File: src/rtl/mbox_req_pkg.sv
package mbox_req_pkg;

  localparam int WORD_W    = 32;
  localparam int MSG_WORDS = 8;
  localparam int MSG_W     = WORD_W * MSG_WORDS;
  localparam int LOW_W     = 48;
  localparam int HIGH_W    = 4;
  localparam int FRAME_W   = LOW_W + HIGH_W;
  localparam int NUM_ADDR  = 4;
  localparam int VEC_FIELD = 16;
  localparam logic [2:0] HDR_IDX    = 3'd7;
  localparam logic [2:0] TYPE_OPEN  = 3'd1;
  localparam logic [2:0] TYPE_CLOSE = 3'd2;

  // Header layout, MSB first: owner, reserved, reset flag, reserved, status,
  // direction, reserved, version, type.
  typedef struct packed {
    logic       owner;
    logic [5:0] rsv_hi;
    logic       rst_flag;
    logic [7:0] rsv_mid;
    logic [7:0] status;
    logic       dir;
    logic       rsv_lo;
    logic [2:0] ver;
    logic [2:0] mtype;
  } hdr_t;

  typedef enum logic [1:0] {
    ST_IDLE  = 2'd0,
    ST_PRE   = 2'd1,
    ST_WRITE = 2'd2,
    ST_POST  = 2'd3
  } seq_state_e;

  function automatic hdr_t make_request(input logic [2:0] mtype,
                                        input logic [2:0] ver,
                                        input logic rst_flag);
    hdr_t h;
    h          = '0;
    h.mtype    = mtype;
    h.ver      = ver;
    h.rst_flag = rst_flag;
    return h;
  endfunction

  function automatic logic response_good(input hdr_t h,
                                         input logic [2:0] exp_type,
                                         input logic [2:0] exp_ver);
    return (h.mtype == exp_type) && (h.ver <= exp_ver) &&
           h.dir && (h.status == 8'd0);
  endfunction

endpackage

File: src/rtl/mbox_poll_timer.sv
module mbox_poll_timer #(
  parameter int GAP   = 4,
  parameter int LIMIT = 20000
) (
  input  logic clk,
  input  logic rst_n,
  input  logic run,
  input  logic hit,
  output logic attempt,
  output logic expired
);
  localparam int GAP_W = $clog2(GAP + 2);
  localparam int TRY_W = $clog2(LIMIT + 1);

  logic [GAP_W-1:0] gap_q;
  logic [TRY_W-1:0] try_q;

  assign attempt = run && (gap_q == '0);
  assign expired = attempt && !hit && (try_q == TRY_W'(LIMIT - 1));

  always_ff @(posedge clk or negedge rst_n) begin
    if (!rst_n) begin
      gap_q <= '0;
      try_q <= '0;
    end else if (!run) begin
      gap_q <= '0;
      try_q <= '0;
    end else if (attempt && !hit) begin
      gap_q <= GAP_W'(GAP);
      try_q <= try_q + 1'b1;
    end else if (gap_q != '0) begin
      gap_q <= gap_q - 1'b1;
    end
  end

  // attempt count never passes the limit
  a_r3_try_bound: assert property (@(posedge clk) disable iff (!rst_n)
    try_q <= TRY_W'(LIMIT));

  generate
    if (GAP > 0) begin : g_gap
      // a failed sample is followed by a quiet cycle
      a_r2_spacing: assert property (@(posedge clk) disable iff (!rst_n)
        (attempt && !hit) |=> !attempt);
    end
  endgenerate

endmodule

File: src/rtl/mbox_msg_pack.sv
module mbox_msg_pack
  import mbox_req_pkg::*;
#(
  parameter int ADDR_W     = 64,
  parameter int PAGE_SHIFT = 12,
  parameter int VEC_W      = 32
) (
  input  logic [NUM_ADDR-1:0][ADDR_W-1:0] addrs,
  input  logic [VEC_W-1:0]                vec,
  input  hdr_t                            hdr,
  output logic [MSG_W-1:0]                msg,
  output logic                            params_ok
);
  localparam int NIB_BASE = NUM_ADDR * LOW_W;
  localparam int VEC_BASE = NIB_BASE + NUM_ADDR * HIGH_W;
  localparam int HDR_BASE = VEC_BASE + VEC_FIELD;

  logic [NUM_ADDR-1:0] aligned;
  logic [NUM_ADDR*HIGH_W-1:0] nibbles;

  generate
    for (genvar k = 0; k < NUM_ADDR; k++) begin : g_addr
      logic [FRAME_W-1:0] frame;
      assign frame   = FRAME_W'(addrs[k] >> PAGE_SHIFT);
      assign aligned[k] = (addrs[k][PAGE_SHIFT-1:0] == '0);
      assign msg[LOW_W*k +: LOW_W]     = frame[LOW_W-1:0];
      assign nibbles[HIGH_W*k +: HIGH_W] = frame[FRAME_W-1:LOW_W];
    end
  endgenerate

  assign msg[NIB_BASE +: NUM_ADDR*HIGH_W] = nibbles;
  assign msg[VEC_BASE +: VEC_FIELD]       = vec[VEC_FIELD-1:0];
  assign msg[HDR_BASE +: WORD_W]          = hdr;
  assign params_ok = (&aligned) && ((vec >> VEC_FIELD) == '0);

endmodule

File: src/rtl/mbox_resp_check.sv
module mbox_resp_check
  import mbox_req_pkg::*;
(
  input  logic [WORD_W-1:0] word,
  input  logic [2:0]        exp_type,
  input  logic [2:0]        exp_ver,
  input  logic              reset_mode,
  output logic              free_now,
  output logic              reset_ack,
  output logic              resp_good
);
  hdr_t h;
  assign h         = word;
  assign free_now  = !h.owner;
  assign reset_ack = reset_mode && (&word);
  assign resp_good = response_good(h, exp_type, exp_ver);
endmodule

File: src/rtl/mbox_req_seq.sv
module mbox_req_seq
  import mbox_req_pkg::*;
#(
  parameter int ADDR_W      = 64,
  parameter int PAGE_SHIFT  = 12,
  parameter int VEC_W       = 32,
  parameter int POLL_GAP    = 100000,
  parameter int POLL_LIMIT  = 20000,
  parameter int REQ_VERSION = 0
) (
  input  logic              clk,
  input  logic              rst_n,
  input  logic              start,
  input  logic              cmd_close,
  input  logic              reset_mode,
  input  logic [ADDR_W-1:0] addr_eq,
  input  logic [ADDR_W-1:0] addr_cq,
  input  logic [ADDR_W-1:0] addr_rq,
  input  logic [ADDR_W-1:0] addr_sq,
  input  logic [VEC_W-1:0]  vector,
  input  logic [31:0]       hdr_word,
  output logic              mb_wr_en,
  output logic [2:0]        mb_wr_idx,
  output logic [31:0]       mb_wr_data,
  output logic              busy,
  output logic              done,
  output logic              err_timeout,
  output logic              err_param,
  output logic              err_proto
);
  localparam logic [2:0] REQ_VER = 3'(REQ_VERSION);

  seq_state_e state_q;
  logic       close_q, rflag_q;
  logic [NUM_ADDR-1:0][ADDR_W-1:0] addrs_q;
  logic [VEC_W-1:0] vec_q;
  logic [2:0] idx_q;
  logic done_q, tout_q, param_q, proto_q;

  logic [2:0] req_type;
  hdr_t       req_hdr;
  logic [MSG_W-1:0] msg;
  logic params_ok;
  logic free_now, reset_ack, resp_good;
  logic poll_run, poll_hit, attempt, expired;

  // named internal events
  logic pre_grant, post_accept, post_reject, last_write;

  assign req_type = close_q ? TYPE_CLOSE : TYPE_OPEN;
  assign req_hdr  = make_request(req_type, REQ_VER, rflag_q);

  mbox_msg_pack #(
    .ADDR_W(ADDR_W), .PAGE_SHIFT(PAGE_SHIFT), .VEC_W(VEC_W)
  ) u_pack (
    .addrs(addrs_q), .vec(vec_q), .hdr(req_hdr),
    .msg(msg), .params_ok(params_ok)
  );

  mbox_resp_check u_resp (
    .word(hdr_word), .exp_type(req_type), .exp_ver(REQ_VER),
    .reset_mode(rflag_q), .free_now(free_now),
    .reset_ack(reset_ack), .resp_good(resp_good)
  );

  assign poll_run = (state_q == ST_PRE) || (state_q == ST_POST);
  assign poll_hit = (state_q == ST_PRE) ? free_now : (free_now || reset_ack);

  mbox_poll_timer #(.GAP(POLL_GAP), .LIMIT(POLL_LIMIT)) u_timer (
    .clk(clk), .rst_n(rst_n), .run(poll_run), .hit(poll_hit),
    .attempt(attempt), .expired(expired)
  );

  assign pre_grant   = (state_q == ST_PRE)  && attempt && free_now;
  assign post_accept = (state_q == ST_POST) && attempt &&
                       (reset_ack || (free_now && resp_good));
  assign post_reject = (state_q == ST_POST) && attempt && !reset_ack &&
                       free_now && !resp_good;
  assign last_write  = (state_q == ST_WRITE) && (idx_q == HDR_IDX);

  always_ff @(posedge clk or negedge rst_n) begin
    if (!rst_n) begin
      state_q <= ST_IDLE;
      close_q <= 1'b0;
      rflag_q <= 1'b0;
      addrs_q <= '0;
      vec_q   <= '0;
      idx_q   <= '0;
      done_q  <= 1'b0;
      tout_q  <= 1'b0;
      param_q <= 1'b0;
      proto_q <= 1'b0;
    end else begin
      done_q  <= 1'b0;
      tout_q  <= 1'b0;
      param_q <= 1'b0;
      proto_q <= 1'b0;
      unique case (state_q)
        ST_IDLE: if (start) begin
          close_q <= cmd_close;
          rflag_q <= reset_mode;
          addrs_q <= {addr_sq, addr_rq, addr_cq, addr_eq};
          vec_q   <= vector;
          state_q <= ST_PRE;
        end
        ST_PRE: begin
          if (pre_grant) begin
            if (!close_q && !params_ok) begin
              param_q <= 1'b1;
              state_q <= ST_IDLE;
            end else begin
              idx_q   <= close_q ? HDR_IDX : 3'd0;
              state_q <= ST_WRITE;
            end
          end else if (expired) begin
            tout_q  <= 1'b1;
            state_q <= ST_IDLE;
          end
        end
        ST_WRITE: begin
          idx_q <= idx_q + 3'd1;
          if (last_write) state_q <= ST_POST;
        end
        ST_POST: begin
          if (post_accept) begin
            done_q  <= 1'b1;
            state_q <= ST_IDLE;
          end else if (post_reject) begin
            proto_q <= 1'b1;
            state_q <= ST_IDLE;
          end else if (expired) begin
            tout_q  <= 1'b1;
            state_q <= ST_IDLE;
          end
        end
        default: state_q <= ST_IDLE;
      endcase
    end
  end

  assign mb_wr_en    = (state_q == ST_WRITE);
  assign mb_wr_idx   = idx_q;
  assign mb_wr_data  = msg[idx_q*WORD_W +: WORD_W];
  assign busy        = (state_q != ST_IDLE);
  assign done        = done_q;
  assign err_timeout = tout_q;
  assign err_param   = param_q;
  assign err_proto   = proto_q;

  // an accepted start makes the block busy on the next cycle
  a_r1_busy_after_start: assert property (@(posedge clk) disable iff (!rst_n)
    (start && !busy) |=> busy);

  // the first write comes only after a free header sample
  a_r2_write_after_free: assert property (@(posedge clk) disable iff (!rst_n)
    (mb_wr_en && !$past(mb_wr_en)) |-> $past(hdr_word[31] == 1'b0));

  // the header word leaves with request direction, zero status, free owner
  a_r6_hdr_fields: assert property (@(posedge clk) disable iff (!rst_n)
    (mb_wr_en && mb_wr_idx == HDR_IDX) |->
      (mb_wr_data[31] == 1'b0 && mb_wr_data[7] == 1'b0 &&
       mb_wr_data[15:8] == 8'd0 && mb_wr_data[5:3] == REQ_VER));

  // writes advance one index per cycle up to the header word
  a_r7_idx_step: assert property (@(posedge clk) disable iff (!rst_n)
    (mb_wr_en && mb_wr_idx != HDR_IDX) |=>
      (mb_wr_en && mb_wr_idx == $past(mb_wr_idx) + 3'd1));

  // at most one result at a time, and never while busy
  a_r12_one_result: assert property (@(posedge clk) disable iff (!rst_n)
    $onehot0({done, err_timeout, err_param, err_proto}));
  a_r12_result_idle: assert property (@(posedge clk) disable iff (!rst_n)
    (done || err_timeout || err_param || err_proto) |-> !busy);

endmodule

File: config.mk
export PLATFORM = sky130hd
export DESIGN_NAME = mbox_req_seq
export DESIGN_NICKNAME = d
export VERILOG_FILES = /design/src/rtl/mbox_req_pkg.sv /design/src/rtl/mbox_poll_timer.sv /design/src/rtl/mbox_msg_pack.sv /design/src/rtl/mbox_resp_check.sv /design/src/rtl/mbox_req_seq.sv
export SDC_FILE = /design/constraint.sdc
export NUM_CORES = 1
export LEC_CHECK = 0
export BUFFER_PORTS_ARGS = -buffer_cell sky130_fd_sc_hd__buf_2
export CORE_ASPECT_RATIO = 1.75
export CORE_MARGIN = 4
export CORE_UTILIZATION = 45
export DETAILED_ROUTE_END_ITERATION = 7
export PLACE_DENSITY = 0.66
export SLEW_MARGIN = 0
export SYNTH_ARGS = -nofsm -noshare
export SYNTH_HDL_FRONTEND = slang
export SYNTH_SLANG_ARGS = --single-unit
File: constraint.sdc
create_clock -name clk -period 6.52 [get_ports clk]
set_clock_uncertainty 0.05 [all_clocks]
set_input_delay 0.326 -clock clk [delete_from_list [all_inputs] [get_ports clk]]
set_output_delay 0.326 -clock clk [all_outputs]
set_load 0.05 [all_outputs]
== Yosys cells after proc, flatten, opt, wreduce, memory -nomap -nowiden ==
Cells that the tools add are included.
Word-level totals
  bits in read-only memories: 0
  bits in latches: 0
  memories: 0
  logic and storage cells: 107
  RAM bits: 0
  register bits: 331
  output and inout bits: 41
  input bits: 325
Cells by class
  magnitude comparators: 1
  reduce and logical (&&, ||, !) cells: 43
  bitwise operators: 0
  div/mod/pow operators: 0
  equality and inequality tests: 12
  add/sub/neg operators: 3
  shift-type cells: 1
  multipliers: 0
  muxes and demuxes: 32
Operators with widths (number)
  $shiftx A256 B9 Y32: 1
  $mux W17: 3
  $logic_not A12 Y1: 4
  $logic_not A32 Y1: 1
  $reduce_and A32 Y1: 1
  $mux W15: 2
  $logic_and A1 B1 Y1: 18
  $logic_not A17 Y1: 1
  $reduce_bool A17 Y1: 1
  $sub A17 B1 Y17 const B: 1
  $mux W2: 8
  $add A15 B1 Y15 const B: 1
  $eq A15 B15 Y1 const B: 1
  $mux W1: 13
  $mux W3: 3
  $logic_not A8 Y1: 1
  $ne A2 B2 Y1 const B: 4
  $pmux W2 S4: 1
  $logic_not A1 Y1: 6
  $pmux W3 S2: 1
  $eq A2 B2 Y1 const B: 2
  $reduce_and A2 Y1: 2
  $reduce_and A4 Y1: 1
  $reduce_bool A2 Y1: 2
  other kinds (11): 13

== Logic depth before layout (Yosys ltp) ==
  depth after elaboration: 11
  depth in mapped cells: 10
  gate-level depth less buffers: 7

== Cells and area by module ==
A second synthesis with hierarchy kept.
Unflattened totals
  cell total of the unflattened synthesis: 1292
  area total of the unflattened synthesis: 17302.8 sq um
By module, submodules not included
  mbox_req_seq: cells each 788, times used 1, area each 13182.6 sq um, seq. area each 7482.2 sq um
  mbox_msg_pack: cells each 277, times used 1, area each 2065.7 sq um, seq. area each 0.0 sq um
  mbox_poll_timer: cells each 197, times used 1, area each 1839.3 sq um, seq. area each 800.8 sq um
  mbox_resp_check: cells each 30, times used 1, area each 215.2 sq um, seq. area each 0.0 sq um

== Worst setup path after synthesis ==
OpenSTA, ideal clock, no wires.
  kind: reg2out
  from: register idx_q[0], in the netlist mb_wr_idx[0]
  to: output port mb_wr_data[16]
  arrival: 2556 ps
  slack: 3588 ps
  required time: 6144 ps
  buffers on the path: 2
  cell stages (with the launch flop): 7
  path through: dfrtp_1 buf_2 buf_1 mux2i_1 nor2_1 a21oi_1 a21oi_1
On the way
  word-level cells in the longest chain between the ends: 1
Ends and longest elaborated chain
  start: declaration: RTL line mbox_req_seq.sv:37  | logic [2:0] idx_q;
  start signal: assignment: RTL line mbox_req_seq.sv:112  | idx_q <= close_q ? HDR_IDX : 3'd0;
  start signal: assignment: RTL line mbox_req_seq.sv:121  | idx_q <= idx_q + 3'd1;
  $shiftx A256 B9 Y32: RTL line mbox_req_seq.sv:143  | assign mb_wr_data = msg[idx_q*WORD_W +: WORD_W];
  end: declaration: RTL line mbox_req_seq.sv:24  | output logic [31:0] mb_wr_data,
No other way between the ends.

== Worst setup path in the final report ==
  from: register idx_q[0], in the netlist mb_wr_idx[0]
  to: output port mb_wr_data[25]
Same word-level chain as after synthesis.

==> results by stage <==
Run status:
- The flow ran to the end, and the final reports show no timing, DRC or antenna violations.

CTS:
- TritonCTS built the clock tree.
- The worst-skew pair later-pin latency is 0.58 ns.
- Once the clock tree was built, the setup fixing pass inserted 0 buffers.
- In this run, CTS created clock tree buffers numbering 31.
- The tree built by TritonCTS fans out to 331 sinks.
- Clock-pin slew was measured on the worst setup and hold paths at 0.07 ns.
- The clock passes through at most 3 buffers.
- The tree is rooted in a sky130_fd_sc_hd__clkbuf_16.
- The H-tree level count is 1.

Timing:
- The final hold violation count came to 0.
- The final worst setup slack is 2.745 ns.
- Setup repair after global routing left no endpoint under its margin.
- The final-report max-slew violation count came to 0.
- Subtracting the final worst setup slack from the clock period gives 3.775 ns.
- The worst pin sits at a relative slew slack of 27.64%.
- The fraction of the cycle the final worst path needs is 57.90%.
- For this run, the top clock speed supported by timing is 264.9 MHz.
- The count of final setup violators is 0.
- After routing, the total negative slack on setup checks comes to 0 ns.
- The slew of the pin with the lowest slew margin is 1.085 ns.

Placed design:
- The minimum setup slack after placement is 3.338 ns.
- The number of buffer cells added on primary ports is 365.
- The weighted congestion at the end of routability-driven global placement is 0.8476.
- Detailed placement ended at an HPWL of 29250 µm.

Floorplanning:
- 366 I/O pins were placed.
- The floorplan step set the die width to 146.2 µm.
- The area inside the core boundary is 0.03303 mm².
- The height of the die is 249.8 µm.
- Once the floorplan was initialized, standard cells occupied 45.52% of the core.
- The floorplan has 88 rows.
- The full die area is 0.03651 mm².

Worst setup path:
- The maximum fanout along the worst path is 37.
- STA classifies the critical path startpoint as a flop.
- The worst setup path is of the reg -> out kind.
- The worst register-to-register path has a depth of 5.
- The largest single stage delay on the critical path is 0.76 ns.
- Walking the worst path, the cells encountered are buf_4, nor2b_2, buf_4, a21oi_1, a21oi_1, buf_2.
- The endpoint class of the critical path is an output pin.
- The largest individual stage delay along the critical path comes from the cell sky130_fd_sc_hd__dfrtp_4.
- Data on the critical path is required at its endpoint by 6.14 ns.
- STA puts the critical path data arrival time at 3.40 ns.

Logic synthesis:
- During synthesis, Yosys emitted a total of 0 warnings.
- Counting flops with an async set or reset pin after synthesis yields a share of 100.0%.
- In this run the cell area of the synthesized design comes to 0.01503 mm².
- Counting every net in the synthesized netlist gives 1453.
- The synthesized design contains 0 enable-type register cells.
- The proportion of synthesized chip area in sequential cells is 55.09%.
- The share of Yosys cell area claimed by the top area cell type is 55.09%.
- The register bit total from synthesis is 331.
- The flip-flop cell with the highest count after synthesis is sky130_fd_sc_hd__dfrtp_1.
- sky130_fd_sc_hd__dfrtp_1 takes more of the synthesized area than any other cell.
- Sorting the synthesized cells by area gives the leading types as sky130_fd_sc_hd__dfrtp_1 55%, sky130_fd_sc_hd__mux2_2 22%, sky130_fd_sc_hd__mux4_2 5.2%.
- The mean instance size in the synthesized netlist is 13.45 µm².
- The synthesized instance count is 1118.
- After synthesis, the netlist uses 49 different library cells.

Global routing:
- Entering global routing, the biggest net connects 172 pins.
- For this run, the total global-route usage over all layers was measured as 24.32%.
- After global routing the overflow that remains totals 0.
- The number of antenna violations at the first check in global routing is 12.
- The via count of the first global-routing pass is 13662.
- The first global-routing pass estimated 71490 µm of wire.

Power:
- Dividing total power by cell area gives a power density of 207.9 mW/mm².
- The static leakage is 10.97 nW.
- IR analysis of the VDD net gives a maximum drop of 0.0002462 V.

Drt:
- After detailed routing, the number of vias per cell comes to 5.407.
- For this run, the detailed router's first-pass iteration total came to 6.
- After detailed routing, the total wire length is 45190 µm.
- The routed wire length per instance is 20.62 µm.
- The total number of vias is 11852.
- The first routing iteration left 535 violations.
- The number of antenna-violating nets in the routed design is 0.
- In the routed design, unresolved DRC markers number 0.

Min path:
- The cell count of the worst hold path is 2.
- The type of the worst min-delay path is in -> reg.

Cells and area:
- The share of cells above drive strength 1 is 43.74%.
- Compared with the post-synthesis result, the final layout area differs by 41.84%.
- The number of nets in the layout is 2084.
- The top cell types in the final layout, fill and taps aside, are 364 x sky130_fd_sc_hd__buf_2, 328 x sky130_fd_sc_hd__dfrtp_1, 296 x sky130_fd_sc_hd__mux2_2.
- The leading cell type in the layout, fill and taps excluded is sky130_fd_sc_hd__buf_2.
- The number of filler cells placed in the layout is 2403.
- The sequential cells in the finished layout cover a total of 0.008289 mm².
- The multi-input combinational cells in the finished layout cover a total of 0.006446 mm².

Run:
- Max-cap violations in this run came to 0.
-- synthesized netlist by cell type (all sizes together) (2+ instances only) --
library cell,instances
dfrtp,331
mux2,296
a21oi,79
nor2,75
clkbuf,49
mux4,35
mux2i,31
nor4,28
nand2,25
nand4,18
buf,17
o31ai,16
or4,14
nand3,13
inv,11
ha,10
nor3,9
o21ai,6
xnor2,6
or3,5
nand2b,4
nor4b,4
and3,3
nor2b,3
nor3b,3
o211ai,3
or2,3
a211oi,2
a31o,2
nand4b,2
o32ai,2
-- final timing paths --
check / endpoint / slack [ns] / start
worst max-delay path: mb_wr_data[25] / 2.74 / mb_wr_idx[0]$_DFFE_PN0P_
worst min-delay path: err_proto$_DFF_PN0_ / 0.06 / hdr_word[31]
worst max register to register: addrs_q[115]$_DFFE_PN0P_ / 3.71 / state_q[0]$_DFFE_PN0P_
worst min register to register: addrs_q[112]$_DFFE_PN0P_ / 0.45 / addrs_q[112]$_DFFE_PN0P_
max in group asynchronous: addrs_q[47]$_DFFE_PN0P_ / 4.62 / rst_n
min in group asynchronous: addrs_q[0]$_DFFE_PN0P_ / 0.36 / rst_n
-- what timing repair did --
action / CTS / global route
endpoints found under the setup margin: 0 / 0
hold buffers: 291 / 0
gates resized for setup: 0 / 0
hold endpoints to repair: 398 / 0
-- critical path: cells and delay by family (launching register included) --
kind	cells	cell delay (ns)
AOI/OAI and AO/OA	2	0.38
buffers and inverters	3	1.17
DFF	1	0.76
and+or+nand+nor	1	0.48
-- cell type report --
cell class                 count  share of cell area [%]
timing repair buffer         664                   22.67
multi-input combinational    710                   30.23
clock buffer                  35                   3.849
clock inverter                23                   1.655
antenna                       13                  0.1526
tap                          405                   2.376
sequential                   331                   38.87
inverter                      11                  0.1936
-- routing by layer --
metal	vias up	global-route usage (%)	share of wire, %	wire [µm]
li1	5392	-	-	-
met1	5875	26.28	36	16060
met2	433	45.19	54	24430
met3	152	4.251	5.0	2253
met4	0	12.14	5.4	2453
met5	-	0	0	0
-- cells by family (layout without fill, tap and decap cells) --
family          count (synthesis)  count (layout)  synth area share (%)
buf+inv                        77             733                 2.114
xor+xnor                        7               7                0.4078
other cells                     0              13                     0
fa+ha+maj                      10              10                0.8322
simple gates                  213             213                 7.523
flops                         331             331                 55.09
mux                           362             362                 29.48
compound gates                118             118                 4.552
-- power breakdown --
group / internal [W] / switching [W] / leakage, nW / total [W]
clock network: 0.00126 / 0.000813 / 0.580 / 0.00207
registers: 0.00205 / 0.00000188 / 4.56 / 0.00206
logic: 0.000189 / 0.000114 / 5.83 / 0.000302
-- through the flow --
stage          instances  cell area, µm²  hold WS [ns]  total power, W  util, %
4_1_cts             2179           21290       0.01728        0.004473    64.46
2_1_floorplan       1118           15030      -0.01959        0.002103        -
5_1_grt             2192           21320       0.06901        0.004587    64.56
6_report            2192           21320       0.05666        0.004433    64.56
3_5_place_dp        1830           17210        0.4193        0.002252    52.09
3_3_place_gp        1830           17210        0.4148        0.002249    52.09
-- state kept, by name (all words and copies together) (netlist names) --
signal / flops
addrs_q: 256
vec_q: 32
u_timer.gap_q: 17
u_timer.try_q: 15
mb_wr_idx: 3
state_q: 2
close_q: 1
done: 1
err_param: 1
err_proto: 1
err_timeout: 1
rflag_q: 1
Note: power is estimated with default switching activity, not from simulation.
